## config.mk

```make
export PLATFORM = sky130hd
export DESIGN_NAME = dpm_cycle_decoder
export DESIGN_NICKNAME = d
export VERILOG_FILES = /design/src/rtl/dpm_pkg.sv /design/src/rtl/dpm_fall_det.sv /design/src/rtl/dpm_row_latch.sv /design/src/rtl/dpm_col_latch.sv /design/src/rtl/dpm_cycle_decoder.sv
export SDC_FILE = /design/constraint.sdc
export NUM_CORES = 1
export LEC_CHECK = 0
export ABC_CLOCK_PERIOD_IN_PS = 3150
export CORE_MARGIN = 4
export CORE_UTILIZATION = 45
export CTS_BUF_LIST = sky130_fd_sc_hd__clkbuf_4
export CTS_CLUSTER_SIZE = 16
export DETAILED_ROUTE_END_ITERATION = 12
export PLACE_DENSITY = 0.87
export SYNTH_ARGS = -nofsm -noshare
export SYNTH_HDL_FRONTEND = slang
export SYNTH_SLANG_ARGS = --single-unit
```

## constraint.sdc

```tcl
create_clock -name clk -period 3.15 [get_ports clk]
set_input_delay 0.63 -clock clk [delete_from_list [all_inputs] [get_ports clk]]
set_output_delay 0.63 -clock clk [all_outputs]
set_load 0.01 [all_outputs]
```

## src/rtl/dpm_pkg.sv

```systemverilog
package dpm_pkg;

  typedef enum logic [1:0] {
    CYC_RW_FULL     = 2'b00,
    CYC_RW_MASKED   = 2'b01,
    CYC_XFER_TO_SER = 2'b10,
    CYC_XFER_TO_RAM = 2'b11
  } cyc_e;

  // Kind of access from the pins held at the row-strobe falling edge.
  function automatic cyc_e decode_cycle(input logic xfer_n,
                                        input logic weh_n,
                                        input logic wel_n);
    logic any_we_low;
    any_we_low = ~(weh_n & wel_n);
    if (!xfer_n) decode_cycle = any_we_low ? CYC_XFER_TO_RAM : CYC_XFER_TO_SER;
    else         decode_cycle = any_we_low ? CYC_RW_MASKED   : CYC_RW_FULL;
  endfunction

  function automatic logic is_transfer(input cyc_e k);
    is_transfer = k[1];
  endfunction

  // A read may present data only inside an open non-transfer access.
  function automatic logic read_permitted(input logic act, input cyc_e k,
                                          input logic oe_n, input logic weh_n,
                                          input logic wel_n);
    read_permitted = act & ~is_transfer(k) & ~oe_n & weh_n & wel_n;
  endfunction

endpackage

```

## src/rtl/dpm_fall_det.sv

```systemverilog
module dpm_fall_det (
  input  logic clk,
  input  logic rst_n,
  input  logic strobe_n,
  output logic fall
);
  logic prev_q;

  always_ff @(posedge clk or negedge rst_n) begin
    if (!rst_n) prev_q <= 1'b1;
    else        prev_q <= strobe_n;
  end

  assign fall = prev_q & ~strobe_n;
endmodule

```

## src/rtl/dpm_row_latch.sv

```systemverilog
module dpm_row_latch
  import dpm_pkg::*;
#(
  parameter int DQ_W  = 16,
  parameter int ROW_W = 9
) (
  input  logic             clk,
  input  logic             rst_n,
  input  logic             row_fall,
  input  logic             ras_n,
  input  logic             xfer_n,
  input  logic             weh_n,
  input  logic             wel_n,
  input  logic             sfn,
  input  logic [DQ_W-1:0]  dq,
  input  logic [ROW_W-1:0] row_in,
  output cyc_e             kind_q,
  output logic             mask_en_q,
  output logic [DQ_W-1:0]  mask_q,
  output logic [ROW_W-1:0] row_q,
  output logic             ext_q,
  output logic             new_q,
  output logic             act_q
);
  cyc_e kind_d;
  logic masked_d;

  always_comb begin
    kind_d   = decode_cycle(xfer_n, weh_n, wel_n);
    masked_d = (kind_d == CYC_RW_MASKED);
  end

  always_ff @(posedge clk or negedge rst_n) begin
    if (!rst_n) begin
      kind_q    <= CYC_RW_FULL;
      mask_en_q <= 1'b0;
      mask_q    <= '1;
      row_q     <= '0;
      ext_q     <= 1'b0;
    end else if (row_fall) begin
      kind_q    <= kind_d;
      mask_en_q <= masked_d;
      mask_q    <= masked_d ? dq : '1;
      row_q     <= row_in;
      ext_q     <= sfn;
    end
  end

  always_ff @(posedge clk or negedge rst_n) begin
    if (!rst_n) begin
      new_q <= 1'b0;
      act_q <= 1'b0;
    end else begin
      new_q <= row_fall;
      if (row_fall)   act_q <= 1'b1;
      else if (ras_n) act_q <= 1'b0;
    end
  end
endmodule

```

## src/rtl/dpm_col_latch.sv

```systemverilog
module dpm_col_latch #(
  parameter int COL_W = 8
) (
  input  logic             clk,
  input  logic             rst_n,
  input  logic             col_fall,
  input  logic             ras_n,
  input  logic [COL_W-1:0] col_in,
  output logic [COL_W-1:0] col_q
);
  logic take;
  assign take = col_fall & ~ras_n;

  always_ff @(posedge clk or negedge rst_n) begin
    if (!rst_n)    col_q <= '0;
    else if (take) col_q <= col_in;
  end
endmodule

```

## src/rtl/dpm_cycle_decoder.sv

```systemverilog
module dpm_cycle_decoder
  import dpm_pkg::*;
#(
  parameter int DQ_W  = 16,
  parameter int ROW_W = 9,
  parameter int COL_W = 8
) (
  input  logic              clk,
  input  logic              rst_n,
  input  logic              ras_n,
  input  logic              cas_n,
  input  logic              xfer_oe_n,
  input  logic              we_hi_n,
  input  logic              we_lo_n,
  input  logic              sfn_flag,
  input  logic [DQ_W-1:0]   dq,
  input  logic [ROW_W-1:0]  addr,
  output logic [1:0]        cyc_type,
  output logic              xfer_dir,
  output logic              mask_en,
  output logic [DQ_W-1:0]   wmask,
  output logic [ROW_W-1:0]  row_addr,
  output logic [COL_W-1:0]  col_addr,
  output logic              ext_op,
  output logic              cyc_new,
  output logic              rd_valid
);
  localparam int NSTB   = 2;
  localparam int ADDR_W = ROW_W;

  logic [NSTB-1:0] strobes_n;
  logic [NSTB-1:0] falls;
  logic            ras_fall;
  logic            cas_fall;
  logic            cyc_act;
  cyc_e            kind;

  assign strobes_n = {cas_n, ras_n};

  for (genvar g = 0; g < NSTB; g++) begin : g_edge
    dpm_fall_det u_det (
      .clk     (clk),
      .rst_n   (rst_n),
      .strobe_n(strobes_n[g]),
      .fall    (falls[g])
    );
  end

  assign ras_fall = falls[0];
  assign cas_fall = falls[1];

  dpm_row_latch #(.DQ_W(DQ_W), .ROW_W(ROW_W)) u_row (
    .clk      (clk),
    .rst_n    (rst_n),
    .row_fall (ras_fall),
    .ras_n    (ras_n),
    .xfer_n   (xfer_oe_n),
    .weh_n    (we_hi_n),
    .wel_n    (we_lo_n),
    .sfn      (sfn_flag),
    .dq       (dq),
    .row_in   (addr[ADDR_W-1:0]),
    .kind_q   (kind),
    .mask_en_q(mask_en),
    .mask_q   (wmask),
    .row_q    (row_addr),
    .ext_q    (ext_op),
    .new_q    (cyc_new),
    .act_q    (cyc_act)
  );

  dpm_col_latch #(.COL_W(COL_W)) u_col (
    .clk     (clk),
    .rst_n   (rst_n),
    .col_fall(cas_fall),
    .ras_n   (ras_n),
    .col_in  (addr[COL_W-1:0]),
    .col_q   (col_addr)
  );

  assign cyc_type = kind;
  assign xfer_dir = (kind == CYC_XFER_TO_RAM);
  assign rd_valid = read_permitted(cyc_act, kind, xfer_oe_n, we_hi_n, we_lo_n);
endmodule

```

* Word-level counts from Yosys, hierarchy flattened
Index checks and enable logic that the tools add are counted.
Storage, ports and cells: flip-flop bits (word level) 41
Cells by class: eq/ne operators 2, muxes and demuxes 6, bitwise operators 12, reductions and logical operators 1
Operators with widths (number):
- $mux W16 | 1
- $and A1 B1 Y1 | 8
- $mux W1 | 4
- $not A1 Y1 | 4
- $eq A2 B1 Y1 const B | 1
- $eq A2 B2 Y1 const B | 1
- $mux W2 | 1
- $reduce_bool A2 Y1 | 1

* Depth between registers and ports, before layout
Gate-level depths: netlist (run 1).
word-level depth 5, mapped depth 4, mapped depth without buffers 2

* By module
A second synthesis (run 1) with hierarchy kept.
Second synthesis, totals: cell total of the unflattened synthesis 128, area total of the unflattened synthesis 1704.1 sq um
Modules (own cells, without submodules):
- dpm_row_latch | instances 1, cells each 103, area an instance 1260.0 sq um
- dpm_col_latch | instances 1, cells each 18, area an instance 345.3 sq um
- dpm_fall_det | instances 2, cells each 2, area an instance 40.0 sq um
- dpm_cycle_decoder | instances 1, cells each 3, area an instance 18.8 sq um

* Least setup slack after synthesis (run 1)
Ideal clock, no wire load.
kind input to output, start input we_lo_n, end output rd_valid, arrival time 1.301 ns, path slack 1.219 ns, stages on the path 4, buffers on the path 2, path through and2_1 -> buf_2 -> buf_2 -> and3_1
On the way: word-level cells in the longest chain between the ends 1
RTL lines:
- from (decl) | RTL line dpm_cycle_decoder.sv:14 | input logic we_lo_n,
- $and A1 B1 Y1 | RTL line dpm_pkg.sv:28 | read_permitted = act & ~is_transfer(k) & ~oe_n & weh_n & wel_n;
- to (decl) | RTL line dpm_cycle_decoder.sv:26 | output logic rd_valid
No other way between the ends.

* Worst setup path after layout (run 1)
Ends and elaborated chain as after synthesis.

==> results of run 1 <==
-- cells by family (layout without fill, tap and decap cells) --
kind of cell,count (synthesis),after routing,share of synthesized area
flops,41,41,0.676
mux,19,19,0.137
compound gates,18,18,0.112
simple gates,9,9,0.0484
buf+inv,8,85,0.0258
-- cell usage after synthesis --
master | number | share of area
nor2b_1 | 1 | 0.0040
nor3b_4 | 1 | 0.012
inv_1 | 2 | 0.0048
dfstp_2 | 18 | 0.31
buf_2 | 5 | 0.016
mux2i_1 | 1 | 0.0065
and3_1 | 1 | 0.0040
o22ai_1 | 1 | 0.0040
o21a_1 | 1 | 0.0048
nand3b_4 | 1 | 0.013
buf_4 | 1 | 0.0048
mux2_2 | 18 | 0.13
nor2_1 | 3 | 0.0073
o32a_1 | 16 | 0.10
dfrtp_1 | 23 | 0.37
and2_1 | 2 | 0.0081
-- cell type report --
class | instances | share of cell area
clock buffer | 6 | 0.0190
clock inverter | 2 | 0.00422
inverter | 2 | 0.00317
tap | 46 | 0.0243
sequential | 41 | 0.442
multi-input combinational | 46 | 0.196
timing repair buffer | 75 | 0.311
-- registers in the layout (all words and copies together) (netlist names) --
signal and flops:
u_row.act_q 1, u_row.mask_en_q 1, g_edge.u_det.prev_q 2, u_row.new_q 1, u_col.col_q 8, u_row.kind_q 2, u_row.mask_q 16, u_row.ext_q 1
u_row.row_q 9
-- path summary, 6_finish.rpt --
| kind | to | slack (ps) | cells after the start |
|---|---|---|---|
| worst max-delay path | rd_valid | 620 | 4 |
| max in group asynchronous | u_col.col_q[0]$_DFFE_PN0P_ | 2210 | 1 |
| worst max register to register | u_row.row_q[0]$_DFFE_PN0P_ | 1430 | 3 |
| min in group clk | u_row.mask_q[6]$_DFFE_PN1P_ | 520 | 1 |
| worst min register to register | u_row.mask_q[6]$_DFFE_PN1P_ | 520 | 1 |
| worst min-delay path | u_row.mask_en_q$_DFFE_PN0P_ | 390 | 1 |
-- layout by cell type, fill, tap and decap left out --
master           instances
and2_1                   2
and3_1                   1
buf_2                    1
buf_4                    3
clkbuf_4                 6
clkdlybuf4s50_1         71
clkinv_2                 2
dfrtp_1                 23
dfstp_2                 18
inv_1                    2
mux2_2                  18
mux2i_1                  1
nand3b_4                 1
nor2_1                   3
nor2b_2                  1
nor3b_4                  1
o21a_1                   1
o22ai_1                  1
o32a_1                  16
-- power groups by stage --
stage               Combinational, µW  Clock [µW]  Sequential (µW)
floorplan                        79.8           0              685
global placement                  312           0              651
detailed placement                320           0              657
CTS                               321         262              648
global route                      339         287              657
finish                            316         248              647
-- layer usage --
layer	wire length [µm]	vias to the layer above	global-route usage
li1	-	508	-
met1	1430	552	0.214
met2	1760	58	0.301
met3	440	3	0.0742
met4	35	0	0.0609
met5	0	-	0
-- worst max-delay path: cells and delay by family --
kind / cells / cell delay, ps
buffers and inverters: 2 / 980
and+or+nand+nor: 2 / 290
-- metrics by stage --
stage	instances	instance area, µm²	hold slack (ps)	total power, µW
after floorplan	95	1550	334	764
final	218	2370	394	1210
after global routing	218	2370	440	1280
after CTS	218	2370	405	1230
after detailed placement	210	2320	499	977
after global placement	210	2320	491	963
==> reports/results.env, run 1 <==
CRITPATHLAUNCHTYPE='primary input'
DIE_WIDTH_UM=66.7
TRITONCTS='done'
MULTIINPUTGATEAREA_UM2=464
CTS.PATH.MAX_BUFFERS=2
POST-ROUTE-UTIL=0.711
SYNTH_SEQ_AREA_SHARE=0.676
POWER.STATIC_LEAKAGE_uW=0.000948
NUM_ANTENNA_CELLS=0
CTS_SETUP_BUFFERS=0
FILLERINSTANCES=252
PORT-BUFFER-COUNT=72
DRT-WIRELENGTH-PER-CELL_UM=16.8
LAYOUT_MIN_CYCLE_TIME_PS=2530
YOSYS_REGISTER_BITS=41
COMB_POWER_SHARE=0.261
DETAILROUTE.VIA_COUNT=1121
POST-ROUTE-DRC-COUNT=0
FINAL_NETS=204
SYNTHESIS_TO_LAYOUT_AREA_GROWTH_PCT=52.9
TNS_PS=0
CTS_HOLD_BUFFERS=0
P_PER_AREA_mW_PER_MM2=511
MIN_PERIOD_OVER_PERIOD=0.802
FIRSTDRTPASSITERS=3
PLACE_WORST_SETUP_SLACK_PS=614
SHARE_SEQ_OF_TOTAL_POWER=0.534
CRITPATHMAXFANOUT=2
NETLIST_AREA_MM2=0.00155
SYN_AVG_CELL_AREA_UM2=16.3
DRV_SLEW=0
IO-PIN-COUNT=73
CLOCK_SINKS=41
WORST_SKEW_PS=7.72
TIGHTESTPINTRANSITION_PS=864
DIE-AREA_MM2=0.00445
POST_ROUTE_CELLS_DRIVE_ABOVE_1_SHARE=0.297
FLOORPLAN.DIE.HEIGHT_UM=66.7
ANTENNA_FOUND_INITIAL=0
POWER.SHARE.CLOCK=0.205
FP.COREAREA_MM2=0.00334
MAX_FREQ_MHz=396
SLEW-LIMIT-HEADROOM=0.424
R2R_START='g_edge[0].u_det.prev_q$_DFF_PN1_'
CRITPATHLAUNCH='we_lo_n'
CRIT_PATH_TOP_DELAY_CELL='clkdlybuf4s50_1'
GPL.FINAL_WEIGHTED_CONGESTION=0.760
GRT_START_MAX_NET_PINS=42
SETUP_SLACK_PS=623
GRT_PASS1_WL_UM=5950
SYNTH_CELL_TYPES=16
CP.ARRIVAL_PS=1900
POST_DRT_VIA_CELL_RATIO=5.14
CTS-RESIZED-GATES=0
TIMING.CRITICAL_PATH.MODE_CELL='clkdlybuf4s50_1'
P_SW_uW=307
YOSYS_SYNTHESIS_WARNING_COUNT=0
ROW_COUNT=21
SEQCELLAREA_MM2=0.00105
SETUP_VIOL=0
CTS_MAX_LEVEL=2
SWITCHING_SHARE=0.254
POST_SYNTH_INST_COUNT=95
CTS-ROOT-BUF='clkbuf_4'
CPPEAKSTAGEDELAY_PS=530
HOLD_VIOL=0
DRV.MAX_CAP_VIOLATION_COUNT=0
GLOBALROUTETOTALUTIL=0.182
WORSTSETUPPATHTYPE='primary input to primary output'
TIMING.CRITICAL_PATH.CELLS='clkdlybuf4s50_1 > and2_1 > and3_1 > clkdlybuf4s50_1'
CLK-INSERTION-DELAY-LATE_PS=340
FIRST_ITER_VIOLATIONS=44
POWER.IR.VDD_WORST_mV=0.291
SETUP.WORST_PATH.END_CLASS='primary output'
CLOCK_BUFFER_COUNT_FROM_CTS=5
GRT.OVERFLOW.TOTAL=0
GRT_PASS1_VIAS=1251
STATUS='finished, final reports clean'
CLKTRANSATPATHREGS_PS=120
INTERNAL_POWER_uW=904
WORSTPATHREQUIRED_PS=2520
MIN-DELAY-PATH-CLASS='primary input to asynchronous set/reset pin'
RSZ_0062_RAISED_AFTER_GLOBAL_ROUTING='false'
SYNTHESIZED_NETLIST_NET_COUNT=128
HPWL_UM=2760
TOTALWIRELENGTH_UM=3670
INITIAL_STANDARD_CELL_UTILIZATION_OF_THE_CORE=0.465
DRT.ANTENNA.VIOLATING_NETS=0
(Power assumes the default switching activity.)
==> run 2: changes to the inputs <==
--- a/config.mk
+++ b/config.mk
@@ -5,13 +5,13 @@
 export SDC_FILE = /design/constraint.sdc
 export NUM_CORES = 1
 export LEC_CHECK = 0
-export ABC_CLOCK_PERIOD_IN_PS = 3150
+export ABC_CLOCK_PERIOD_IN_PS = 2640
 export CORE_MARGIN = 4
-export CORE_UTILIZATION = 45
+export CORE_UTILIZATION = 42
 export CTS_BUF_LIST = sky130_fd_sc_hd__clkbuf_4
 export CTS_CLUSTER_SIZE = 16
 export DETAILED_ROUTE_END_ITERATION = 12
-export PLACE_DENSITY = 0.87
+export PLACE_DENSITY = 0.82
 export SYNTH_ARGS = -nofsm -noshare
 export SYNTH_HDL_FRONTEND = slang
 export SYNTH_SLANG_ARGS = --single-unit
==> constraint.sdc (replaced) <==
create_clock -name clk -period 2.64 [get_ports clk]
set_input_delay 0.528 -clock clk [delete_from_list [all_inputs] [get_ports clk]]
set_output_delay 0.528 -clock clk [all_outputs]
set_load 0.01 [all_outputs]
==> reports/results.env, run 2 (synthesis results as in run 1) <==
CTS.PATH.MAX_BUFFERS=2  # unchanged
NUM_ANTENNA_CELLS=0  # unchanged
CTS_MAX_LEVEL=2  # unchanged
R2R_START='g_edge[0].u_det.prev_q$_DFF_PN1_'  # unchanged
SETUP_VIOL=0  # unchanged
CTS_HOLD_BUFFERS=0  # unchanged
STATUS='finished, final reports clean'  # unchanged
GRT_START_MAX_NET_PINS=42  # unchanged
FINAL_COMMON_CELL='clkdlybuf4s50_1'  # unchanged
GRT_PASS1_WL_UM=5580  # was 5950 µm
FP.COREAREA_MM2=0.00344  # was 0.00334 mm²
GRT_PASS1_VIAS=1180  # was 1251
CLKTRANSATPATHREGS_PS=110  # was 120 ps
CLK-INSERTION-DELAY-LATE_PS=330  # was 340 ps
PLACE_AREA_MM2=0.00231  # was 0.00232 mm²
DRV_SLEW=0  # unchanged
CTS-ROOT-BUF='clkbuf_4'  # unchanged
CP.ARRIVAL_PS=1800  # was 1900 ps
HOLD_VIOL=0  # unchanged
POWER.STATIC_LEAKAGE_uW=0.000938  # was 0.000948 µW
SLEW-LIMIT-HEADROOM=0.426  # was 0.424
P_PER_AREA_mW_PER_MM2=604  # was 511 mW/mm²
IO-PIN-COUNT=73  # unchanged
DETAILROUTE.VIA_COUNT=1121  # unchanged
MIN_PERIOD_OVER_PERIOD=0.880
TOP_REGS='u_row.mask_q x16, u_row.row_q x9, u_col.col_q x8'  # unchanged
WORSTSETUPPATHTYPE='primary input to primary output'  # unchanged
FINISHED_CELL_AREA_MM2=0.00236  # was 0.00237 mm²
ANTENNA_FOUND_INITIAL=0  # unchanged
TNS_PS=0  # unchanged
POWER.IR.VDD_WORST_mV=0.342  # was 0.291 mV
POST-ROUTE-DRC-COUNT=0  # unchanged
LAYOUT_MIN_CYCLE_TIME_PS=2320
CRITPATHLAUNCHTYPE='primary input'  # unchanged
INITIAL_STANDARD_CELL_UTILIZATION_OF_THE_CORE=0.450  # was 0.465
HPWL_UM=2590  # was 2760 µm
MIN-DELAY-PATH-CLASS='primary input to asynchronous set/reset pin'  # unchanged
LARGEST_REGISTER_FF_COUNT=16  # unchanged
SYNTHESIS_TO_LAYOUT_AREA_GROWTH_PCT=52.1  # was 52.9%
REGMOSTFLOPS='u_row.mask_q'  # unchanged
GLOBALROUTETOTALUTIL=0.163  # was 0.182
CLOCK_SINKS=41  # unchanged
CRITPATHMAXFANOUT=2  # unchanged
GPL.FINAL_WEIGHTED_CONGESTION=0.639  # was 0.760
SETUP.WORST_PATH.END_CLASS='primary output'  # unchanged
FINAL_NETS=203  # was 204
COMMONEST_NON_FILL_NON_TAP_CELLS_IN_THE_LAYOUT='71 x clkdlybuf4s50_1, 23 x dfrtp_1, 18 x mux2_2, 18 x dfstp_2, 16 x o32a_1'  # unchanged
TIGHTESTPINTRANSITION_PS=862  # was 864 ps
WORST_SKEW_PS=2.41  # was 7.72 ps
TOTALWIRELENGTH_UM=3560  # was 3670 µm
MAX_FREQ_MHz=430
CRITPATHLAUNCH='we_hi_n'  # was we_lo_n
DRT-WIRELENGTH-PER-CELL_UM=16.4  # was 16.8 µm
R2R_END='u_row.row_q[6]$_DFFE_PN0P_'  # was u_row.row_q[0]$_DFFE_PN0P_
CTS-RESIZED-GATES=0  # unchanged
GRT.OVERFLOW.TOTAL=0  # unchanged
RSZ_0062_RAISED_AFTER_GLOBAL_ROUTING='false'  # unchanged
CLOCK_BUFFER_COUNT_FROM_CTS=5  # unchanged
ROW_COUNT=21  # unchanged
CRITPATHCAPTURE='rd_valid'  # unchanged
FIRST_ITER_VIOLATIONS=72  # was 44
FLOORPLAN.DIE.HEIGHT_UM=68.8  # was 66.7 µm
WORSTPATHREQUIRED_PS=2110  # was 2520 ps
DIE-AREA_MM2=0.00473  # was 0.00445 mm²
LENGTH_IN_CELLS_OF_THE_WORST_REG_TO_REG_PATH=3  # unchanged
DRV.MAX_CAP_VIOLATION_COUNT=0  # unchanged
FIRSTDRTPASSITERS=4  # was 3
PORT-BUFFER-COUNT=72  # unchanged
DRT.ANTENNA.VIOLATING_NETS=0  # unchanged
TRITONCTS='done'  # unchanged
POST_ROUTE_CELLS_DRIVE_ABOVE_1_SHARE=0.281  # was 0.297
DIE_WIDTH_UM=68.8  # was 66.7 µm
CTS_SETUP_BUFFERS=0  # unchanged
REG2REG_SETUP_SLACK_PS=1090  # was 1430 ps
POST_DRT_VIA_CELL_RATIO=5.17  # was 5.14
run 2: changes by cell type in the layout (fill, tap and decap cells not counted), sizes merged:
cell,before,now
buf,4,3
clkbuf,6,5
clkinv,2,3
run 2: how the worst min path moves through the flow:
stage / start / to
after floorplan: rst_n / u_col.col_q[0]$_DFFE_PN0P_
after global placement: u_row.row_q[2]$_DFFE_PN0P_ / u_row.row_q[2]$_DFFE_PN0P_
after detailed placement: u_row.act_q$_DFFE_PN0P_ / u_row.act_q$_DFFE_PN0P_
after CTS: rst_n / u_row.mask_en_q$_DFFE_PN0P_
after global routing: rst_n / u_row.kind_q[0]$_DFFE_PN0P_
final: rst_n / u_row.mask_en_q$_DFFE_PN0P_
run 2: layer usage:
layer / up-vias / global-route usage / wire length [µm]
met2: 57 / 0.266 / 1670
met5: - / 0 / 0
met1: 553 / 0.182 / 1420
met4: 0 / 0.0511 / 21
li1: 507 / - / -
met3: 4 / 0.0875 / 441
run 2: critical path, cell delays in order:
cell and delay (ps):
clkdlybuf4s50_1 450, and2_1 130, and3_1 150, clkdlybuf4s50_1 530
run 2: final cells by class:
type | instances | area [µm²]
clock buffers | 5 | 37.5
clock inverters | 3 | 12.5
fillers | 254 | 1080
inverters | 2 | 7.51
multi-input cells | 46 | 464
flip-flops and latches | 41 | 1050
well taps | 46 | 57.6
repair buffers | 74 | 731
run 2: power by group:
group          switching, µW  total, µW  internal [µW]  leakage (µW)
clock network            182        279           96.4     0.0000300
logic                    137        375            239      0.000447
registers               42.9        770            727      0.000461
total                    362       1420           1060      0.000938
run 2: stage by stage:
step	cells	util	hold WS [ps]	setup slack, ps	power, µW
6_report	217	0.685	298	316	1420
5_1_grt	217	0.685	336	280	1510
4_1_cts	217	0.685	313	313	1450
3_5_place_dp	209	0.671	495	314	1160
3_3_place_gp	209	0.671	489	316	1150
2_1_floorplan	95	-	232	913	912
==> run 3: changes to the inputs <==
--- a/config.mk
+++ b/config.mk
@@ -5,13 +5,14 @@
 export SDC_FILE = /design/constraint.sdc
 export NUM_CORES = 1
 export LEC_CHECK = 0
-export ABC_CLOCK_PERIOD_IN_PS = 2640
+export ABC_AREA = 1
+export ABC_CLOCK_PERIOD_IN_PS = 3000
 export CORE_MARGIN = 4
-export CORE_UTILIZATION = 42
+export CORE_UTILIZATION = 45
 export CTS_BUF_LIST = sky130_fd_sc_hd__clkbuf_4
 export CTS_CLUSTER_SIZE = 16
 export DETAILED_ROUTE_END_ITERATION = 12
-export PLACE_DENSITY = 0.82
+export PLACE_DENSITY = 0.83
 export SYNTH_ARGS = -nofsm -noshare
 export SYNTH_HDL_FRONTEND = slang
 export SYNTH_SLANG_ARGS = --single-unit
==> constraint.sdc (replaced) <==
create_clock -name clk -period 3 [get_ports clk]
set_input_delay 0.6 -clock clk [delete_from_list [all_inputs] [get_ports clk]]
set_output_delay 0.6 -clock clk [all_outputs]
set_load 0.01 [all_outputs]
==> reports/results.env, run 3 <==
DETAILROUTE.VIA_COUNT=1496  # was 1121
CLK-INSERTION-DELAY-LATE_PS=350  # was 330 ps
MULTIINPUTGATEAREA_UM2=581  # was 464 µm²
WORSTPATHREQUIRED_PS=2400  # was 2110 ps
CLKTRANSATPATHREGS_PS=120  # was 110 ps
POWER.STATIC_LEAKAGE_uW=0.00128  # was 0.000938 µW
SETUP_VIOL=0  # unchanged
DRT-WIRELENGTH-PER-CELL_UM=12.6  # was 16.4 µm
SYNTH_CELL_TYPES=16  # unchanged
NETLIST_TOP_CELLS_AREA='dfrtp_1 32%, dfstp_2 26%, nand2_1 22%'  # was dfrtp_1 37%, dfstp_2 31%, mux2_2 13%
FLOORPLAN.DIE.HEIGHT_UM=71.3  # was 68.8 µm
GRT_PASS1_WL_UM=6880  # was 5580 µm
PORT-BUFFER-COUNT=72  # unchanged
INITIAL_STANDARD_CELL_UTILIZATION_OF_THE_CORE=0.478  # was 0.450
CTS_HOLD_BUFFERS=0  # unchanged
POST_SYNTH_INST_COUNT=206  # was 95
TNS_PS=0  # unchanged
FINISHED_CELL_AREA_MM2=0.00258  # was 0.00236 mm²
DRV_SLEW=0  # unchanged
YOSYSTOPAREACELLSHARE=0.319  # was 0.371
NETLIST_TOP_CELLS_COUNT='104 x nand2_1, 23 x dfrtp_1, 18 x dfstp_2, 18 x inv_1, 16 x nand3_1'  # was 23 x dfrtp_1, 18 x dfstp_2, 18 x mux2_2
GRT_PASS1_VIAS=1461  # was 1180
CTS-ROOT-BUF='clkbuf_4'  # unchanged
WORST_SKEW_PS=10.5  # was 2.41 ps
MIN-DELAY-PATH-CLASS='primary input to asynchronous set/reset pin'  # unchanged
SYNTH.MOST_COMMON_CELL='nand2_1'  # was dfrtp_1
YOSYS_SYNTHESIS_WARNING_COUNT=0  # unchanged
COMMONEST_NON_FILL_NON_TAP_CELLS_IN_THE_LAYOUT='104 x nand2_1, 71 x clkdlybuf4s50_1, 23 x dfrtp_1, 18 x inv_1, 18 x dfstp_2'  # was 71 x clkdlybuf4s50_1, 23 x dfrtp_1, 18 x mux2_2, 18 x dfstp_2, 16 x o32a_1
PLACE_AREA_MM2=0.00250  # was 0.00231 mm²
IO-PIN-COUNT=73  # unchanged
CRITPATHMAXFANOUT=19  # was 2
GLOBALROUTETOTALUTIL=0.173  # was 0.163
GRT_START_MAX_NET_PINS=42  # unchanged
ROW_COUNT=22  # was 21
FINAL_NETS=309  # was 203
SYN_AVG_CELL_AREA_UM2=8.76  # was 16.3 µm²
SYNTHESIS_TO_LAYOUT_AREA_GROWTH_PCT=42.8  # was 52.1%
TOTALWIRELENGTH_UM=4100  # was 3560 µm
SEQCELLAREA_MM2=0.00105  # unchanged
DIE_WIDTH_UM=71.3  # was 68.8 µm
GPL.FINAL_WEIGHTED_CONGESTION=0.764  # was 0.639
WORSTSETUPPATHTYPE='primary input to primary output'  # unchanged
ANTENNA_FOUND_INITIAL=0  # unchanged
CTS_MAX_LEVEL=2  # unchanged
DOMINANT_SYNTHESIZED_FLOP_CELL='dfrtp_1'  # unchanged
POST_DRT_VIA_CELL_RATIO=4.60  # was 5.17
REGMOSTFLOPS='u_row.mask_q'  # unchanged
LAYOUT_MIN_CYCLE_TIME_PS=2600
SYNTHARSTFLOPSHARE=1.00  # unchanged
NUMBER_OF_FLOPS_MAPPED_TO_ENABLE_CELLS_BY_YOSYS=0  # unchanged
P_PER_AREA_mW_PER_MM2=538  # was 604 mW/mm²
RSZ_0062_RAISED_AFTER_GLOBAL_ROUTING='false'  # unchanged
FILLERINSTANCES=327  # was 254
P_TOTAL_uW=1390  # was 1420 µW
CLOCK_BUFFER_COUNT_FROM_CTS=5  # unchanged
TRITONCTS='done'  # unchanged
TOP_REGS='u_row.mask_q x16, u_row.row_q x9, u_col.col_q x8'  # unchanged
MIN_PERIOD_OVER_PERIOD=0.865
TIGHTESTPINTRANSITION_PS=855  # was 862 ps
POST_ROUTE_CELLS_DRIVE_ABOVE_1_SHARE=0.126  # was 0.281
DRV.MAX_CAP_VIOLATION_COUNT=0  # unchanged
SETUP.WORST_PATH.END_CLASS='primary output'  # unchanged
SYNTHESIZED_NETLIST_NET_COUNT=239  # was 128
CTS-RESIZED-GATES=0  # unchanged
MAX_FREQ_MHz=385
CP.ARRIVAL_PS=2000  # was 1800 ps
FP.COREAREA_MM2=0.00377  # was 0.00344 mm²
CRITPATHLAUNCHTYPE='primary input'  # unchanged
DIE-AREA_MM2=0.00509  # was 0.00473 mm²
NUM_ANTENNA_CELLS=0  # unchanged
CTS.PATH.MAX_BUFFERS=2  # unchanged
NETLIST_AREA_MM2=0.00180  # was 0.00155 mm²
CRITPATHLAUNCH='we_lo_n'  # was we_hi_n
FINAL_COMMON_CELL='nand2_1'  # was clkdlybuf4s50_1
HPWL_UM=2980  # was 2590 µm
FIRSTDRTPASSITERS=5  # was 4
CLOCK_SINKS=41  # unchanged
R2R_START='g_edge[0].u_det.prev_q$_DFF_PN1_'  # unchanged
FIRST_ITER_VIOLATIONS=96  # was 72
STATUS='finished, final reports clean'  # unchanged
LARGEST_REGISTER_FF_COUNT=16  # unchanged
DRT.ANTENNA.VIOLATING_NETS=0  # unchanged
GRT.OVERFLOW.TOTAL=0  # unchanged
POWER.IR.VDD_WORST_mV=0.268  # was 0.342 mV
POST-ROUTE-DRC-COUNT=0  # unchanged
HOLD_VIOL=0  # unchanged
SYNTH_SEQ_AREA_SHARE=0.581  # was 0.676
SYNTH_AREA_LEADER_CELL='dfrtp_1'  # unchanged
YOSYS_REGISTER_BITS=41  # unchanged
CTS_SETUP_BUFFERS=0  # unchanged
SLEW-LIMIT-HEADROOM=0.430  # was 0.426
run 3: layer usage:
layer	vias up	share of wire	track usage	wire length (µm)
li1	769	-	-	-
met2	45	0.50	0.278	2040
met1	678	0.43	0.215	1760
met3	4	0.059	0.0561	240
met5	-	0	0	0
met4	0	0.014	0.0710	59
run 3: kinds of logic (layout without fill, tap and decap cells):
group	after synthesis	count (layout)	share of synthesized area
AND/OR/NAND/NOR	132	132	0.316
flip-flops	41	41	0.581
buffers and inverters	31	102	0.0971
AO/OA/AOI/OAI	2	2	0.00554
run 3: worst paths after layout:
kind | endpoint | slack, ps | depth (start not counted)
setup / recovery | rd_valid | 400 | 4
hold / removal | u_row.act_q$_DFFE_PN0P_ | 350 | 1
setup reg to reg | u_row.mask_q[7]$_DFFE_PN1P_ | 1760 | 4
hold reg to reg | u_row.mask_q[6]$_DFFE_PN1P_ | 470 | 2
max in group asynchronous | u_row.row_q[1]$_DFFE_PN0P_ | 2110 | 1
min in group clk | u_row.mask_q[6]$_DFFE_PN1P_ | 470 | 2
run 3: critical path, cell delays in order:
cell,delay [ps]
clkdlybuf4s50_1,510
nand2_4,150
nor3_2,180
clkdlybuf4s50_1,560
run 3: final cells by class:
| class | count | share of cell area |
|---|---|---|
| flip-flops and latches | 41 | 0.407 |
| multi-input cells | 134 | 0.225 |
| repair buffers | 73 | 0.281 |
| inverters | 21 | 0.0325 |
| well taps | 48 | 0.0233 |
| clock buffers | 6 | 0.0175 |
| clock inverters | 2 | 0.0136 |
run 3: through the flow:
stage	setup WS [ps]	util	hold slack, ps	instances
floorplan	1290	-	304	206
global placement	430	0.662	455	317
detailed placement	401	0.662	457	317
CTS	396	0.683	364	325
global route	350	0.683	388	325
finish	404	0.683	348	325
run 3: power breakdown:
part           total, µW  switching (µW)  internal (µW)
clock                356             172            184
combinational        345             153            193
sequential           686            40.4            645
total               1390             365           1020
